File: src/rtl/acc_guard_pkg.sv
package acc_guard_pkg;

  typedef enum logic [2:0] {
    FLT_NONE    = 3'd0,
    FLT_USER_IO = 3'd1,
    FLT_PAGE    = 3'd2,
    FLT_KERNEL  = 3'd3,
    FLT_NO_WE   = 3'd4
  } fault_e;

  typedef enum logic [1:0] {
    SZ_BYTE = 2'b00,
    SZ_WORD = 2'b01,
    SZ_LONG = 2'b10,
    SZ_RSVD = 2'b11
  } acc_size_e;

  localparam int unsigned STAT_W = 16;

  localparam logic [STAT_W-1:0] GS_PAGE_WR = 16'h8BFF;
  localparam logic [STAT_W-1:0] GS_IO_WR   = 16'h9AFF;
  localparam logic [STAT_W-1:0] GS_READ    = 16'h4000;  // read codes = write code | this
  localparam logic [STAT_W-1:0] GS_PARITY  = 16'h0400;
  localparam logic [STAT_W-1:0] STAT_IDLE  = 16'hFFFF;

  localparam logic [7:0] BS0_WIDE = 8'h7F;
  localparam logic [7:0] BS0_ODD  = 8'h7D;
  localparam logic [7:0] BS0_EVEN = 8'h7E;

endpackage

File: src/rtl/acc_guard_classify.sv
module acc_guard_classify
  import acc_guard_pkg::*;
#(
  parameter int unsigned ADDR_W   = 24,
  parameter int unsigned IO_BASE  = 32'h0040_0000,
  parameter int unsigned KERN_LSB = 19,
  parameter int unsigned KERN_W   = 4
) (
  input  logic [ADDR_W-1:0] addr_i,
  input  logic              super_i,
  input  logic [2:0]        map_bits_i,
  output fault_e            fault_o
);

  localparam logic [ADDR_W-1:0] IO_LIM = ADDR_W'(IO_BASE);

  logic io_hit, page_absent, kern_hit, we_clear;

  assign io_hit      = (addr_i >= IO_LIM);
  assign page_absent = (map_bits_i[1:0] == 2'b00);
  assign kern_hit    = (addr_i[KERN_LSB +: KERN_W] == '0);
  assign we_clear    = ~map_bits_i[2];

  // fixed priority: io, page, kernel, write enable
  always_comb begin
    if (super_i)          fault_o = FLT_NONE;
    else if (io_hit)      fault_o = FLT_USER_IO;
    else if (page_absent) fault_o = FLT_PAGE;
    else if (kern_hit)    fault_o = FLT_KERNEL;
    else if (we_clear)    fault_o = FLT_NO_WE;
    else                  fault_o = FLT_NONE;
  end

endmodule

File: src/rtl/acc_guard_status.sv
module acc_guard_status
  import acc_guard_pkg::*;
#(
  parameter int unsigned ADDR_W = 24
) (
  input  logic              clk_i,
  input  logic              rst_ni,
  input  logic              valid_i,
  input  fault_e            fault_i,
  input  logic              write_i,
  input  logic [1:0]        size_i,
  input  logic [ADDR_W-1:0] addr_i,
  input  logic              par_en_i,
  input  logic              clr_i,
  output logic              err_o,
  output logic              ok_o,
  output logic [STAT_W-1:0] gen_stat_o,
  output logic [STAT_W-1:0] bs0_o,
  output logic [STAT_W-1:0] bs1_o
);

  localparam int unsigned HI_W = ADDR_W - 16;

  logic              is_fault, sets_gen;
  logic [STAT_W-1:0] gen_code, bs0_code;
  logic [7:0]        width_tag;

  assign is_fault = valid_i && (fault_i != FLT_NONE);
  assign sets_gen = (fault_i == FLT_PAGE) || (fault_i == FLT_USER_IO);

  always_comb begin
    gen_code = (fault_i == FLT_PAGE) ? GS_PAGE_WR : GS_IO_WR;
    if (!write_i) gen_code = gen_code | GS_READ;
    if (par_en_i) gen_code = gen_code | GS_PARITY;
  end

  always_comb begin
    if (acc_size_e'(size_i) != SZ_BYTE) width_tag = BS0_WIDE;
    else if (addr_i[0])                 width_tag = BS0_ODD;
    else                                width_tag = BS0_EVEN;
    bs0_code = {width_tag, 8'(addr_i[ADDR_W-1 -: HI_W])};
  end

  always_ff @(posedge clk_i or negedge rst_ni) begin
    if (!rst_ni) begin
      err_o      <= 1'b0;
      ok_o       <= 1'b0;
      gen_stat_o <= STAT_IDLE;
      bs0_o      <= STAT_IDLE;
      bs1_o      <= STAT_IDLE;
    end else begin
      err_o <= is_fault;
      ok_o  <= valid_i && !is_fault;
      // clear first, fault fields overlay it
      if (clr_i) begin
        gen_stat_o <= STAT_IDLE;
        bs0_o      <= STAT_IDLE;
        bs1_o      <= STAT_IDLE;
      end
      if (is_fault) begin
        if (sets_gen) gen_stat_o <= gen_code;
        bs0_o <= bs0_code;
        bs1_o <= addr_i[15:0];
      end
    end
  end

  assert_excl_R12: assert property (@(posedge clk_i) disable iff (!rst_ni)
    !(err_o && ok_o));

  assert_lo_addr_R9: assert property (@(posedge clk_i) disable iff (!rst_ni)
    err_o |-> (bs1_o == $past(addr_i[15:0])));

  assert_bs0_tag_R8: assert property (@(posedge clk_i) disable iff (!rst_ni)
    (bs0_o[15:8] == BS0_WIDE) || (bs0_o[15:8] == BS0_ODD) ||
    (bs0_o[15:8] == BS0_EVEN) || (bs0_o == STAT_IDLE));

  assert_clear_R10: assert property (@(posedge clk_i) disable iff (!rst_ni)
    (clr_i && !valid_i) |=> (gen_stat_o == STAT_IDLE && bs0_o == STAT_IDLE &&
                             bs1_o == STAT_IDLE));

endmodule

File: src/rtl/acc_guard.sv
module acc_guard
  import acc_guard_pkg::*;
#(
  parameter int unsigned ADDR_W   = 24,
  parameter int unsigned IO_BASE  = 32'h0040_0000,
  parameter int unsigned KERN_LSB = 19,
  parameter int unsigned KERN_W   = 4
) (
  input  logic              clk_i,
  input  logic              rst_ni,
  input  logic              acc_valid_i,
  input  logic [ADDR_W-1:0] acc_addr_i,
  input  logic              acc_write_i,
  input  logic [1:0]        acc_size_i,
  input  logic              super_i,
  input  logic [2:0]        map_bits_i,
  input  logic              par_irq_en_i,
  input  logic              clr_stb_i,
  output logic              bus_err_o,
  output logic              acc_ok_o,
  output logic [15:0]       gen_stat_o,
  output logic [15:0]       bus_stat0_o,
  output logic [15:0]       bus_stat1_o
);

  fault_e fault;

  acc_guard_classify #(
    .ADDR_W  (ADDR_W),
    .IO_BASE (IO_BASE),
    .KERN_LSB(KERN_LSB),
    .KERN_W  (KERN_W)
  ) u_classify (
    .addr_i    (acc_addr_i),
    .super_i   (super_i),
    .map_bits_i(map_bits_i),
    .fault_o   (fault)
  );

  acc_guard_status #(
    .ADDR_W(ADDR_W)
  ) u_status (
    .clk_i     (clk_i),
    .rst_ni    (rst_ni),
    .valid_i   (acc_valid_i),
    .fault_i   (fault),
    .write_i   (acc_write_i),
    .size_i    (acc_size_i),
    .addr_i    (acc_addr_i),
    .par_en_i  (par_irq_en_i),
    .clr_i     (clr_stb_i),
    .err_o     (bus_err_o),
    .ok_o      (acc_ok_o),
    .gen_stat_o(gen_stat_o),
    .bs0_o     (bus_stat0_o),
    .bs1_o     (bus_stat1_o)
  );

  assert_super_pass_R1: assert property (@(posedge clk_i) disable iff (!rst_ni)
    (acc_valid_i && super_i) |=> (!bus_err_o && acc_ok_o));

  assert_gen_hold_R11: assert property (@(posedge clk_i) disable iff (!rst_ni)
    (acc_valid_i && !clr_stb_i && (fault == FLT_KERNEL || fault == FLT_NO_WE))
      |=> $stable(gen_stat_o));

endmodule

File: config.mk
export PLATFORM = sky130hd
export DESIGN_NAME = acc_guard
export DESIGN_NICKNAME = d
export VERILOG_FILES = /design/src/rtl/acc_guard_pkg.sv /design/src/rtl/acc_guard_classify.sv /design/src/rtl/acc_guard_status.sv /design/src/rtl/acc_guard.sv
export SDC_FILE = /design/constraint.sdc
export NUM_CORES = 1
export LEC_CHECK = 0
export CELL_PAD_IN_SITES_DETAIL_PLACEMENT = 2
export CELL_PAD_IN_SITES_GLOBAL_PLACEMENT = 2
export CORE_MARGIN = 2
export CORE_UTILIZATION = 25
export DETAILED_ROUTE_END_ITERATION = 10
export DONT_BUFFER_PORTS = 1
export GPL_TIMING_DRIVEN = 0
export PLACE_DENSITY = 0.61
export SYNTH_ARGS = -nofsm -noshare
export SYNTH_HDL_FRONTEND = slang
export SYNTH_SLANG_ARGS = --single-unit
File: constraint.sdc
create_clock -name clk_i -period 1.05 [get_ports clk_i]
set_clock_uncertainty 0.1 [all_clocks]
set_input_delay 0.2625 -clock clk_i [delete_from_list [all_inputs] [get_ports clk_i]]
set_output_delay 0.2625 -clock clk_i [all_outputs]
set_load 0.005 [all_outputs]
==> metrics.yaml <==
drt:
  drc_errors: 0
  ant_nets: 0
  totalWireLength_um: 5240
  met2_length_um: 2660
  vias_per_cell: 4.24
  wl_met1_um: 2100
  drt-initial-drc-count: 9
  wl_per_cell_um: 16.3
  wl_met3_um: 419
  vias: 1361
  topRoutingLayerUsed: "met4"
  drt-pass1-iter-count: 2
yosys:
  synthTopCellsByCount: "43 x dfstp_2, 31 x nor2_1, 28 x mux2i_1, 27 x inv_1, 7 x or3b_1"
  synth_async_sr_flop_share_pct: 100
  synth_area_leaders: "dfstp_2 56%, mux2i_1 14%, nor2_1 5.8%, inv_1 5.0%, or3b_1 3.0%"
  synthFlopType: "dfstp_2"
  ys_seq_elements: 45
  synth-seq-area-share_pct: 58.6
  synth_area_leader_cell: "dfstp_2"
  yosys.cell_count.top_type: "dfstp_2"
  netlist.area_leader.share_pct: 56.1
  ys_types: 23
  yosys_warnings: 0
  syn_area_per_cell_sq_um: 11.7
  synth-edff-count: 0
  syn-cell-area_sq_um: 2010
  syn_inst: 172
sta:
  period_minus_slack_ns: 1.23
  whs_ns: -0.455
  fin_ws_ns: -0.178
  rsz0062_at_grt: "yes"
  fin_crit_sh_pct: 117
  setup-violations-final: 78
  hold_violations: 45
  fmax_ghz: 0.814
  slew_violations: 0
grt:
  grt_pass1_wl_um: 8410
  antenna_found_initial: 0
  grt_pass1_vias: 1581
  overflow: 0
  grt_max_degree: 46
  grt_usage_pct: 12.5
setup_path:
  path_class: "reg -> out"
  crit_path_end: "bus_stat1_o[0]"
  r2r-start: "u_status.gen_stat_o[15]"
  start_kind: "flip-flop"
  cp_max_fo: 2
  crit_cells: 0
  end_kind: "output pin"
  r2r_slack_ns: 0.06
  crit_start: "u_status.bs1_o[0]"
  critical_path_arrival_ns: 0.87
  worstPathRequired_ns: 0.69
  r2r-end: "u_status.gen_stat_o[15]"
  ff2ff_path_depth: 1
status:
  violations: "hold timing, setup timing"
  status: "complete, but fails checks"
clock_network:
  root_buffer: "clkbuf_8"
  cts_max_path_buffers: 2
  clk_latency_ns: 0.29
  cts_buffers: 5
  htreeDepth: 2
  clock_sinks: 45
  clk_pin_slew_worst_paths_ns: 0.09
  cts_tree: "yes"
  ctsHoldBuffers: 28
power:
  p_per_area_nw_per_um2: 1300
  vdd_drop_max_mv: 0.426
  p_leak_uw: 0.00124
  p_total_uw: 3470
placement:
  dp_cells: 278
  place.gp.congestion: 0.641
  place_hpwl_um: 3530
  placed_area_sq_um: 2160
  portBuffers: 0
floorplanning:
  io_pins: 86
  dieArea_sq_um: 8790
  rows: 32
  die_h_um: 93.7
  die_w_um: 93.7
  start_util_pct: 25.9
  core_sq_um: 7770
run:
  drv_cap: 0
finish:
  fillCellCount: 852
  area_delta_synth_final_pct: 33.1
  finalNonFillerCells: 321
  drive_gt1_share_pct: 38.4
  nets: 254
  design_area_sq_um: 2680
  antennaDiodeCount: 0
min_path:
  hold_path.class: "in -> async"
==> what timing repair did <==
action | CTS | global route
setup endpoints to repair | 87 | 82
buffers inserted | 5 | 1
gates resized for setup | 11 | 8
hold endpoints to repair | 72 | 45
cloned | 1 | 0
pin swaps | 0 | 0
==> layout make-up <==
cell class / instances / area (sq um) / share of cell area, %
multi-input combinational: 90 / 697 / 26.0
clock buffer: 6 / 72.6 / 2.71
timing repair buffer: 35 / 368 / 13.7
sequential: 45 / 1180 / 44.0
buffer: 14 / 123 / 4.58
tap: 102 / 128 / 4.76
inverter: 27 / 101 / 3.78
clock inverter: 2 / 10.0 / 0.374
==> flip-flops by register name, summed over array words and instances, names as in the netlist <==
name / flops
u_status.ok_o: 1
u_status.bs1_o: 16
u_status.err_o: 1
u_status.gen_stat_o: 16
u_status.bs0_o: 11
==> power by group <==
part | total, uW | internal [uW] | switching [uW] | leakage (uW)
registers | 1990 | 1910 | 79.1 | 0.000479
logic | 436 | 249 | 186 | 0.000719
clock network | 1050 | 463 | 587 | 0.0000450
==> how the worst min path moves through the flow <==
stage | endpoint | slack (ns) | depth (start not counted)
after floorplan | u_status.err_o | -0.13 | 0
after global placement | u_status.ok_o | -0.13 | 0
after detailed placement | u_status.ok_o | -0.13 | 0
after CTS | u_status.ok_o | -0.47 | 0
after global routing | u_status.ok_o | -0.48 | 0
final | u_status.ok_o | -0.45 | 0
==> per-stage QoR <==
step,TNS (ns),util (%),worst slack [ns]
2_1_floorplan,-12.64,-,-0.379
3_3_place_gp,-17.30,27.8,-0.472
3_5_place_dp,-18.69,27.8,-0.534
4_1_cts,-10.89,34.0,-0.198
5_1_grt,-12.89,34.5,-0.209
6_report,-10.11,34.5,-0.178
==> logic make-up (layout without fill, tap and decap cells) <==
kind of cell,Yosys count,in the layout,synth area share (%)
AO/OA/AOI/OAI,7,7,3.17
buffers and inverters,41,84,10.8
flip-flops,45,45,58.6
multiplexers,28,28,13.9
other,1,5,0.186
AND/OR/NAND/NOR,50,50,13.4
==> placed cells by master, fill, tap and decap left out, types with 5 or more instances in the layout <==
cell / netlist / routed
dfstp_2: 43 / 43
buf_6: 1 / 6
buf_4: 6 / 7
mux2i_1: 28 / 23
conb_1: 1 / 5
inv_1: 27 / 26
nor2_1: 31 / 30
clkbuf_8: 0 / 5
dlygate4sd3_1: 0 / 28
or3b_1: 7 / 7
==> routing by layer <==
| metal | track usage (%) | vias to the layer above |
|---|---|---|
| met4 | 2.90 | 0 |
| met2 | 21.8 | 54 |
| li1 | - | 623 |
| met5 | 0 | - |
| met1 | 14.6 | 677 |
| met3 | 4.41 | 7 |
Power figures use the tool's default switching activity.
